--- src/rtl/uart_txq_pkg.sv ---
package uart_txq_pkg;
    typedef enum logic [1:0] {
        ST_IDLE  = 2'd0,
        ST_START = 2'd1,
        ST_DATA  = 2'd2,
        ST_STOP  = 2'd3
    } tx_state_t;
endpackage

--- src/rtl/txq_fifo.sv ---
module txq_fifo #(
    parameter int DATA_W = 8,
    parameter int DEPTH  = 64,
    localparam int CNT_W = $clog2(DEPTH + 1)
) (
    input  logic              clk,
    input  logic              rst_n,
    input  logic              push,
    input  logic [DATA_W-1:0] push_data,
    input  logic              pop,
    output logic [DATA_W-1:0] pop_data,
    output logic [CNT_W-1:0]  count,
    output logic              full,
    output logic              empty,
    output logic              push_ok,
    output logic              drop_q
);
    localparam int PTR_W = $clog2(DEPTH);

    logic [DATA_W-1:0] mem [DEPTH];
    logic [PTR_W-1:0]  wr_ptr, rd_ptr;

    assign full     = (count == CNT_W'(DEPTH));
    assign empty    = (count == '0);
    assign push_ok  = push && !full;
    assign pop_data = mem[rd_ptr];

    always_ff @(posedge clk) begin
        if (push_ok) mem[wr_ptr] <= push_data;
    end

    always_ff @(posedge clk or negedge rst_n) begin
        if (!rst_n) begin
            wr_ptr <= '0;
            rd_ptr <= '0;
            count  <= '0;
            drop_q <= 1'b0;
        end else begin
            drop_q <= push && full;
            if (push_ok) wr_ptr <= wr_ptr + 1'b1;
            if (pop)     rd_ptr <= rd_ptr + 1'b1;
            if (push_ok && !pop)      count <= count + 1'b1;
            else if (pop && !push_ok) count <= count - 1'b1;
        end
    end

    AST_NO_OVERFLOW: assert property (@(posedge clk) disable iff (!rst_n)
        count <= CNT_W'(DEPTH));
    AST_FULL_HOLD: assert property (@(posedge clk) disable iff (!rst_n)
        (full && push && !pop) |=> (count == CNT_W'(DEPTH)));
    AST_POP_NONEMPTY: assert property (@(posedge clk) disable iff (!rst_n)
        pop |-> (count != '0));
endmodule

--- src/rtl/txq_shifter.sv ---
module txq_shifter
    import uart_txq_pkg::*;
#(
    parameter int DATA_W = 8,
    parameter int OVS    = 16
) (
    input  logic              clk,
    input  logic              rst_n,
    input  logic              tick,
    input  logic              sel_8x,
    input  logic              have_data,
    input  logic [DATA_W-1:0] load_data,
    output logic              pop,
    output logic              txd,
    output logic              idle
);
    localparam int TC_W = $clog2(OVS);
    localparam int BI_W = $clog2(DATA_W);
    localparam logic [TC_W-1:0] LAST_FULL = TC_W'(OVS - 1);
    localparam logic [TC_W-1:0] LAST_HALF = TC_W'(OVS / 2 - 1);

    tx_state_t         state, nxt;
    logic [TC_W-1:0]   tcnt;
    logic [BI_W-1:0]   bidx;
    logic [DATA_W-1:0] shreg;
    logic              bit_end;

    assign bit_end = tick && (tcnt == (sel_8x ? LAST_HALF : LAST_FULL));

    always_comb begin
        nxt = state;
        unique case (state)
            ST_IDLE:  if (have_data) nxt = ST_START;
            ST_START: if (bit_end) nxt = ST_DATA;
            ST_DATA:  if (bit_end && bidx == BI_W'(DATA_W - 1)) nxt = ST_STOP;
            ST_STOP:  if (bit_end) nxt = have_data ? ST_START : ST_IDLE;
        endcase
    end

    always_ff @(posedge clk or negedge rst_n) begin
        if (!rst_n) state <= ST_IDLE;
        else        state <= nxt;
    end

    always_ff @(posedge clk or negedge rst_n) begin
        if (!rst_n) begin
            tcnt  <= '0;
            bidx  <= '0;
            shreg <= '0;
        end else if (pop) begin
            tcnt  <= '0;
            bidx  <= '0;
            shreg <= load_data;
        end else if (state != ST_IDLE && tick) begin
            if (bit_end) begin
                tcnt <= '0;
                if (state == ST_DATA) begin
                    shreg <= shreg >> 1;
                    bidx  <= bidx + 1'b1;
                end
            end else begin
                tcnt <= tcnt + 1'b1;
            end
        end
    end

    always_comb begin
        pop  = have_data && ((state == ST_IDLE) || (state == ST_STOP && bit_end));
        idle = (state == ST_IDLE);
        unique case (state)
            ST_START: txd = 1'b0;
            ST_DATA:  txd = shreg[0];
            default:  txd = 1'b1;
        endcase
    end

    AST_BIT_HOLD: assert property (@(posedge clk) disable iff (!rst_n)
        (!tick && state != ST_IDLE) |=> $stable(txd));
    AST_START_FROM_LOAD: assert property (@(posedge clk) disable iff (!rst_n)
        pop |=> (state == ST_START));
endmodule

--- src/rtl/txq_irq.sv ---
module txq_irq #(
    parameter int CNT_W = 7
) (
    input  logic             clk,
    input  logic             rst_n,
    input  logic [CNT_W-1:0] count,
    input  logic             pop,
    input  logic             push_ok,
    input  logic [CNT_W-1:0] trig_lvl,
    input  logic             irq_en,
    output logic             irq
);
    logic pending;
    logic drain_only;
    logic hit_trig, hit_empty;

    assign drain_only = pop && !push_ok;
    assign hit_trig   = drain_only && (count == trig_lvl);
    assign hit_empty  = drain_only && (count == CNT_W'(1));

    always_ff @(posedge clk or negedge rst_n) begin
        if (!rst_n)                      pending <= 1'b0;
        else if (push_ok)                pending <= 1'b0;
        else if (hit_trig || hit_empty)  pending <= 1'b1;
    end

    assign irq = pending && irq_en;

    AST_IRQ_CLEAR: assert property (@(posedge clk) disable iff (!rst_n)
        push_ok |=> !irq);
endmodule

--- src/rtl/uart_tx_fifo.sv ---
module uart_tx_fifo #(
    parameter int DATA_W = 8,
    parameter int DEPTH  = 64,
    parameter int OVS    = 16,
    localparam int CNT_W = $clog2(DEPTH + 1)
) (
    input  logic              clk,
    input  logic              rst_n,
    input  logic              tick,
    input  logic              sel_8x,
    input  logic              wr_en,
    input  logic [DATA_W-1:0] wr_data,
    input  logic [CNT_W-1:0]  trig_lvl,
    input  logic              irq_en,
    output logic              txd,
    output logic              thr_empty,
    output logic              tx_empty,
    output logic              irq,
    output logic              overflow
);
    logic [DATA_W-1:0] q_data;
    logic [CNT_W-1:0]  q_count;
    logic              q_full, q_empty, q_push_ok, q_pop, sh_idle;

    txq_fifo #(.DATA_W(DATA_W), .DEPTH(DEPTH)) u_fifo (
        .clk(clk), .rst_n(rst_n),
        .push(wr_en), .push_data(wr_data),
        .pop(q_pop), .pop_data(q_data),
        .count(q_count), .full(q_full), .empty(q_empty),
        .push_ok(q_push_ok), .drop_q(overflow)
    );

    txq_shifter #(.DATA_W(DATA_W), .OVS(OVS)) u_shift (
        .clk(clk), .rst_n(rst_n),
        .tick(tick), .sel_8x(sel_8x),
        .have_data(!q_empty), .load_data(q_data),
        .pop(q_pop), .txd(txd), .idle(sh_idle)
    );

    txq_irq #(.CNT_W(CNT_W)) u_irq (
        .clk(clk), .rst_n(rst_n),
        .count(q_count), .pop(q_pop), .push_ok(q_push_ok),
        .trig_lvl(trig_lvl), .irq_en(irq_en), .irq(irq)
    );

    assign thr_empty = q_empty;
    assign tx_empty  = q_empty && sh_idle;

    AST_IDLE_LINE_HIGH: assert property (@(posedge clk) disable iff (!rst_n)
        tx_empty |-> txd);
    AST_FULL_NOT_EMPTY: assert property (@(posedge clk) disable iff (!rst_n)
        q_full |-> !tx_empty);
endmodule

--- config.mk ---
export PLATFORM = sky130hd
export DESIGN_NAME = uart_tx_fifo
export DESIGN_NICKNAME = d
export VERILOG_FILES = /design/src/rtl/uart_txq_pkg.sv /design/src/rtl/txq_fifo.sv /design/src/rtl/txq_shifter.sv /design/src/rtl/txq_irq.sv /design/src/rtl/uart_tx_fifo.sv
export SDC_FILE = /design/constraint.sdc
export NUM_CORES = 1
export LEC_CHECK = 0
export CAP_MARGIN = 40
export CORE_MARGIN = 2
export CORE_UTILIZATION = 25
export DETAILED_ROUTE_END_ITERATION = 8
export PLACE_DENSITY_LB_ADDON = 0.15
export SYNTH_ARGS = -nofsm -noshare
export SYNTH_HDL_FRONTEND = slang
export SYNTH_SLANG_ARGS = --single-unit
--- constraint.sdc ---
create_clock -name clk -period 6.5 [get_ports clk]
set_input_delay 1.625 -clock clk [delete_from_list [all_inputs] [get_ports clk]]
set_output_delay 1.625 -clock clk [all_outputs]
set_load 0.01 [all_outputs]
==> results of run 1 <==
[synth_stat cells, types with 9 or more instances]
cell type                  count
sky130_fd_sc_hd__a21oi_1       9
sky130_fd_sc_hd__a22oi_1      30
sky130_fd_sc_hd__buf_2        23
sky130_fd_sc_hd__clkbuf_1     24
sky130_fd_sc_hd__dfrtp_1      38
sky130_fd_sc_hd__edfxtp_1    512
sky130_fd_sc_hd__ha_1         15
sky130_fd_sc_hd__inv_1         9
sky130_fd_sc_hd__mux2_2       19
sky130_fd_sc_hd__mux2i_1      88
sky130_fd_sc_hd__mux4_2       99
sky130_fd_sc_hd__nand2_1      46
sky130_fd_sc_hd__nand3_1      12
sky130_fd_sc_hd__nor2_1       89
sky130_fd_sc_hd__nor2b_1      16
sky130_fd_sc_hd__o21ai_0      11
sky130_fd_sc_hd__o22ai_1      10
sky130_fd_sc_hd__xnor2_1      22
[worst max-delay path by stage]
stage	start	endpoint	slack, ns	cells past startpoint
6_report	u_fifo.count[0]	tx_empty	1.75	7
5_1_grt	u_fifo.count[0]	tx_empty	1.54	7
4_1_cts	u_fifo.count[0]	tx_empty	1.62	7
3_5_place_dp	sel_8x	u_fifo.count[5]	1.44	10
3_3_place_gp	sel_8x	u_fifo.count[5]	1.48	10
2_1_floorplan	sel_8x	u_fifo.count[5]	2.71	11
[power breakdown]
group	leakage [nW]	switching, W	internal, W
Sequential	5.07	0.000272	0.00409
Clock	0.992	0.00143	0.00206
Combinational	2.16	0.00169	0.00118
Total	8.22	0.00339	0.00733
[critical path, delay by kind of cell (launching register included)]
family | cells | cell delay (ns)
simple gates | 3 | 1.16
buf+inv | 3 | 0.71
flops | 1 | 0.47
fa+ha+maj | 1 | 0.19
[cell families (layout without fill, tap and decap cells)]
group | after synthesis | count (layout)
compound gates | 103 | 103
buf+inv | 79 | 182
mux | 206 | 206
flops | 550 | 550
fa+ha+maj | 15 | 15
simple gates | 206 | 206
xor+xnor | 27 | 27
[routing by layer]
layer	part of all wire [%]	GRT usage [%]
met1	47	18.5
met2	47	20.6
met3	3.7	2.18
met4	2.0	3.93
met5	0	0
[per-stage QoR]
stage	utilization [%]	instances	worst slack, ns
floorplan	-	1186	2.71
global placement	26.9	2329	1.48
detailed placement	27.0	2336	1.44
CTS	29.3	2454	1.62
global route	29.3	2454	1.54
finish	29.3	2454	1.75
[state kept, by name (all words and copies together) (netlist names)]
name           count
u_shift.state      2
u_fifo.drop_q      1
u_fifo.mem       512
u_irq.pending      1
u_shift.tcnt       4
u_fifo.rd_ptr      6
u_fifo.count       7
u_shift.shreg      8
u_fifo.wr_ptr      6
u_shift.bidx       3
[final cells by class]
class | instances | area [um^2]
clock inverter | 32 | 233
sequential | 550 | 16300
clock buffer | 86 | 1790
tap | 1165 | 1460
timing repair buffer | 54 | 537
inverter | 10 | 37.5
fill | 8737 | 62300
multi-input combinational | 557 | 5450
==> impl_summary.md, run 1 <==
Detailed routing
Before antenna repair, the detailed router went through 5 iterations. After detailed routing, the number of remaining DRC violations is 0. The remaining antenna violation count is 0.

The routed wire length is around 60000 um. For this block, the via count after detailed routing is 11000. The average via count per standard cell is 4.48. The violation count after the first detailed-routing iteration is 797.

Dividing the detail-routed wire length by the instance count gives roughly 24 um.

Logic synthesis
The synthesized design devotes to its leading area cell type 69.3% of total area. The arithmetic-cell share of the synthesized area counting full adders, half adders and majority gates is less than 1%. Summing the areas of all compound-gate instances in the mapped netlist gives 3.40% of the synthesized area. Yosys mapped a number of flops with a built-in enable equal to 512.

Summing the areas of all and, or, nand and nor instances in the mapped netlist gives 4.25% of the synthesized area. The main combinational cell family by area after synthesis is multiplexers. Summed over all instances, the cell type with the most area after synthesis is sky130_fd_sc_hd__edfxtp_1.

The synthesized area divided by synthesized cell count is 18.7 um^2. The number of cells produced by synthesis is 1186. After synthesis, the share of cell area in mux cells is 15.0%. The Yosys step of the flow raised 0 warnings. The xor-xnor portion of the synthesized cell area is roughly 1.1%.

In the post-synthesis netlist, the biggest area contributors are sky130_fd_sc_hd__edfxtp_1, sky130_fd_sc_hd__mux4_2, sky130_fd_sc_hd__dfrtp_1. For this run, asynchronously set or reset flops after synthesis account for 6.91%. The count of cell types in the netlist is 53. Sequential elements use 73.6% of the synthesized area. The number of nets in the synthesized netlist is 1222. The most frequently used flop master after synthesis is sky130_fd_sc_hd__edfxtp_1. The mapped cell area is roughly 22000 um^2. The number of synthesized register bits is 550.

Setup path
The worst-path maximum fanout is 7. Data arrives at the worst endpoint at 3.12 ns. The category of the most critical setup path is reg2out. Among all stages on the critical path, the largest delay is contributed by sky130_fd_sc_hd__nor2b_1. The register-to-register setup slack is 2.87 ns. The longest individual stage delay on the worst path is 0.56 ns. Counting stages on the worst path, the most repeated cell is sky130_fd_sc_hd__inv_1. The startpoint identified for the worst register-to-register timing path is u_fifo.count[0]. The signal on the critical path passes through inv_1 -> ha_1 -> or3b_1 -> nor2b_1 -> nand2_1 -> inv_1 -> clkdlybuf4s50_1. STA classifies the critical path endpoint as an output port.

In this run the critical register-to-register path is captured at u_fifo.count[5]. The count of cells along the worst register-to-register path is 11. The data required time of the critical path is 4.88 ns. The kind of start point of the critical path is a flop.

Timing
The maximum clock frequency is ~210 MHz. The worst path uses 73.1% of the clock period. The final hold violation count was 0. The number of max-slew violations in the final report is 0.

The transition time of the tightest slew-check pin is 0.901 ns. For the final database, setup skew stands at 0.0226 ns. Setup violations remaining at the end of the flow were counted as 0. Setup total negative slack on the finished layout was measured at 0 ns.

The relative slew slack is 39.7%. Setup repair after global routing left no endpoint under its margin. On the final layout, the worst hold slack is 0.518 ns. The smallest clock period supported by the final layout is computed as between 4 and 5 ns.

Finish
Cells with a size suffix above 1 make up 19.9% of the layout. The library cell used most frequently in the layout, excluding fill and tap cells, is sky130_fd_sc_hd__edfxtp_1. The number of nets in the finished design is 1275. Leaving out fill and tap cells, the most frequent cells in the layout are sky130_fd_sc_hd__edfxtp_1, sky130_fd_sc_hd__mux4_2, sky130_fd_sc_hd__nor2_1. The design area is 25800 um^2.

The number of inserted diodes is 0. The area growth from synthesis to layout is 16.6%.

Clock tree
The number of instances resized during post-cts repair is 0. Clock tree synthesis inserted a total of 66 buffers. The root cell of the clock tree is sky130_fd_sc_hd__clkbuf_16. The clock tree synthesis step divided the H-tree into 3 levels. The hold buffer count at CTS is 0. The sink count of the clock tree is 550. The maximum clock path buffer count is 3.

The clock insertion delay at the later pin of the skew report is 0.60 ns. The number of post-CTS setup repair buffers is 0. The post-CTS clock slew at the launch and capture registers of the worst setup and hold paths is around 0.06 ns. The clock tree from TritonCTS is built.

Floorplanning
The floorplan step defined a die boundary enclosing 91100 um^2. The die is 302 um wide. From bottom edge to top edge, the die measures 302 um. The initial utilization of the core area, before any placement, comes to 25.2%. The number of placement rows is about 110. The area of the core is 88100 um^2. Pin placement for this block handled 26 I/O pins.

Power
Summed over all cells, the static leakage comes to 8.22 nW. The peak supply drop is 0.234 mV. For this design the ratio of total power to cell area is about 410 nW/um^2.

The design draws 0.0107 W.

Placement
The post-DP HPWL is 35500 um. The placed instances occupy a cell area of 23800 um^2. Routability-driven placement finished with a final weighted congestion of 0.754. The count of buffers from port buffering is 25.

GRT
The total grt overflow is 0. The initial antenna violation count is 0. The wire length of the first global-routing pass is 85300 um. The total global routing track utilization is around an eighth. Entering global routing, the biggest net connects 65 pins.

The via count of the first global-routing pass is 11500.

Outcome
The flow ran to the end, and the final reports show no timing, DRC or antenna violations.

Hold path
The worst hold path belongs to the class reg2reg. The path with the worst hold slack has its endpoint at u_irq.pending. The launch point of the worst hold path is u_irq.pending. The worst hold path passes through 2 cells.

Run
The max-capacitance violation count is 0.
Power figures use the tool's default switching activity.
==> inputs of run 2 (changes only) <==
==> constraint.sdc (replaced) <==
create_clock -name clk -period 4 [get_ports clk]
set_input_delay 1 -clock clk [delete_from_list [all_inputs] [get_ports clk]]
set_output_delay 1 -clock clk [all_outputs]
set_load 0.01 [all_outputs]
==> run 2 against run 1 <==
Worst hold slack worse by 0.28 ns. Sequential power is 64% higher. Combinational power is 70% higher. Clock-buffer cell count is 2 lower. Power is 65% higher. Critical endpoint unchanged.
==> impl_summary.md, run 2 (same netlist as run 1, synthesis figures left out) <==
Detailed routing
The average via count per standard cell is 4.48. For this run, design rule violations remaining after detail routing come to 0. In the final routed layout, each cell accounts on average for 23.8 um. The routed wire length is 60400 um. The violation count after the first detailed-routing iteration is 913. The number of detailed-routing iterations run before antenna repair is 5. The total vias in the final route is 11400. The remaining antenna violation count is 0.

Timing
The maximum clock frequency is around 260 MHz. Setup total negative slack on the finished layout was measured at 0 ns. The final period utilization is 94.3%. The time the worst path needs with I/O delays and setup is around 3.8 ns. Setup repair after global routing left no endpoint under its margin. The final hold violation count came to 0. The number of max-slew violations in the final report is 0. The relative slew slack is between 40% and 50%.

The number of setup violations in the final report is 0. At the pin with the least slew margin, the transition time is roughly 0.84 ns. On the final layout, the worst clock skew is 0.0289 ns.

Setup path
The longest individual stage delay on the worst path is 0.52 ns. Data on the critical path is required at its endpoint by 3.00 ns. STA classifies the critical path startpoint as a flop. The signal on the critical path passes through inv_1 -> ha_1 -> or3b_1 -> nor2b_1 -> buf_4 -> nand2_1 -> inv_1 -> clkdlybuf4s50_1. The slowest library cell on the worst path is sky130_fd_sc_hd__clkdlybuf4s50_1. The critical path is of the reg2out type. By instance count, the cell type seen most on the critical path is sky130_fd_sc_hd__inv_1. At the worst endpoint, the arrival time is 2.77 ns. The worst setup path is captured at an output port. Along the worst path, the maximum fanout reaches 7.

Finish
The flip-flop count of the largest register after layout is 512. The library cells used most frequently in the layout, excluding fill and tap cells, are sky130_fd_sc_hd__edfxtp_1, sky130_fd_sc_hd__buf_4, sky130_fd_sc_hd__mux4_2. Summing all multi-input logic gate instances after layout gives 5450 um^2. The final cell count without fillers is between 2000 and 3000. Compared with the post-synthesis result, the final layout area differs by 19.5%.

The number of nets in the finished design is 1365. The area of all sequential standard cells is 16300 um^2. The most common cell after layout, fill and taps aside is sky130_fd_sc_hd__edfxtp_1.

The register with the most flip-flops is u_fifo.mem. 0 antenna diodes ended up in the layout. The design area is 26500 um^2. Counting the fill cells in the layout gives 8717. The largest registers in the layout are u_fifo.mem: 512 flops, u_shift.shreg: 8 flops, u_fifo.count: 7 flops. The fraction of layout instances using a drive strength above 1 is 25.2%.

Power
The overall power consumption is around 0.018 W. In this run the power density over the cells is 668 nW/um^2. Across the VDD grid, the largest voltage drop is 0.281 mV. The leakage power is 8.69 nW.

GRT
Summed over all layers, the global routing overflow is 0. Entering global routing, the biggest net connects 65 pins. The initial antenna violation count is 1. The first global-routing pass estimated 88100 um of wire. The via count of the first global-routing pass is 12000. Across every metal layer, demand over resource in global routing totals between 10% and 20%.

Clock tree
The sink count of the clock tree is 550. The post-CTS clock slew at the launch and capture registers of the worst setup and hold paths is 0.06 ns. The number of buffers inserted during clock tree synthesis is 66. In this run, post-CTS repair resized a total of 0 instances. The maximum clock path buffer count is 3. The number of post-CTS setup repair buffers is 0. In this run the number of H-tree levels came out at 3. The clock insertion delay at the later pin of the skew report is 0.60 ns. The root cell of the clock tree is sky130_fd_sc_hd__clkbuf_16. For this design, the CTS-stage hold fixing added 0 buffers. The clock tree from TritonCTS is built.

Outcome
The run finished with clean final reports.

Floorplanning
The overall die area is around 91000 um^2. The horizontal extent of the die is ~300 um. The starting density of the core is 25.2%. In this run the count of I/O pins placed on the die edge is 26.

The number of placement rows is ~110. The area of the core is 88100 um^2. The height of the die is 302 um.

Placement
The number of cells in the design after placement is 2426. Once placement finished, the instance area stood at around 24000 um^2. The post-DP HPWL is 38400 um.

The count of buffers from port buffering is 25. At the end of routability-driven placement, the weighted congestion stood at a little under 0.8.

Hold path
The type of the most critical hold path is in2async.

Run
The tool flagged a number of max-cap violations equal to 0.
## run 2: final timing paths
path	endpoint	slack (ns)	cells past startpoint	from
setup / recovery	tx_empty	0.23	8	u_fifo.count[1]
hold / removal	u_fifo.count[5]	0.24	1	rst_n
setup reg to reg	u_fifo.count[5]	0.81	10	u_fifo.count[1]
hold reg to reg	u_shift.bidx[1]	0.53	2	u_shift.bidx[1]
max in group asynchronous	u_fifo.rd_ptr[0]	3.29	2	rst_n
min in group clk	u_shift.bidx[1]	0.53	2	u_shift.bidx[1]
## run 2: power breakdown
group	internal [W]	leakage [nW]	switching [W]
clock network	0.00334	0.995	0.00232
logic	0.00209	2.62	0.00280
registers	0.00664	5.07	0.000502
## run 2: cell type report
class	count	area share [%]
flip-flops and latches	550	61.7
well taps	1165	5.50
repair buffers	144	4.48
clock buffers	84	6.89
multi-input cells	557	20.6
inverters	10	0.142
clock inverters	30	0.732
## run 2: per-stage QoR
| step | worst slack [ns] | hold WS [ns] | util [%] |
|---|---|---|---|
| floorplan | 0.831 | 0.455 | - |
| global placement | 0.505 | 0.508 | 27.7 |
| detailed placement | 0.563 | 0.519 | 27.8 |
| CTS | 0.178 | 0.199 | 30.1 |
| global route | 0.0610 | 0.224 | 30.1 |
| finish | 0.226 | 0.237 | 30.1 |
## run 2: critical path, delay by kind of cell, from the launching register on
family                     cells  cell delay, ns
buffers and inverters          4            0.89
and+or+nand+nor                3            0.65
DFF                            1            0.45
adders and majority gates      1            0.18
## run 2: per-layer routing
layer / track usage, % / vias to the layer above / share of wire (%)
met1: 19.1 / 5966 / 47
met5: 0 / - / 0
met3: 2.64 / 85 / 4.8
met4: 4.71 / 0 / 2.5
met2: 20.7 / 280 / 46
li1: - / 5046 / -
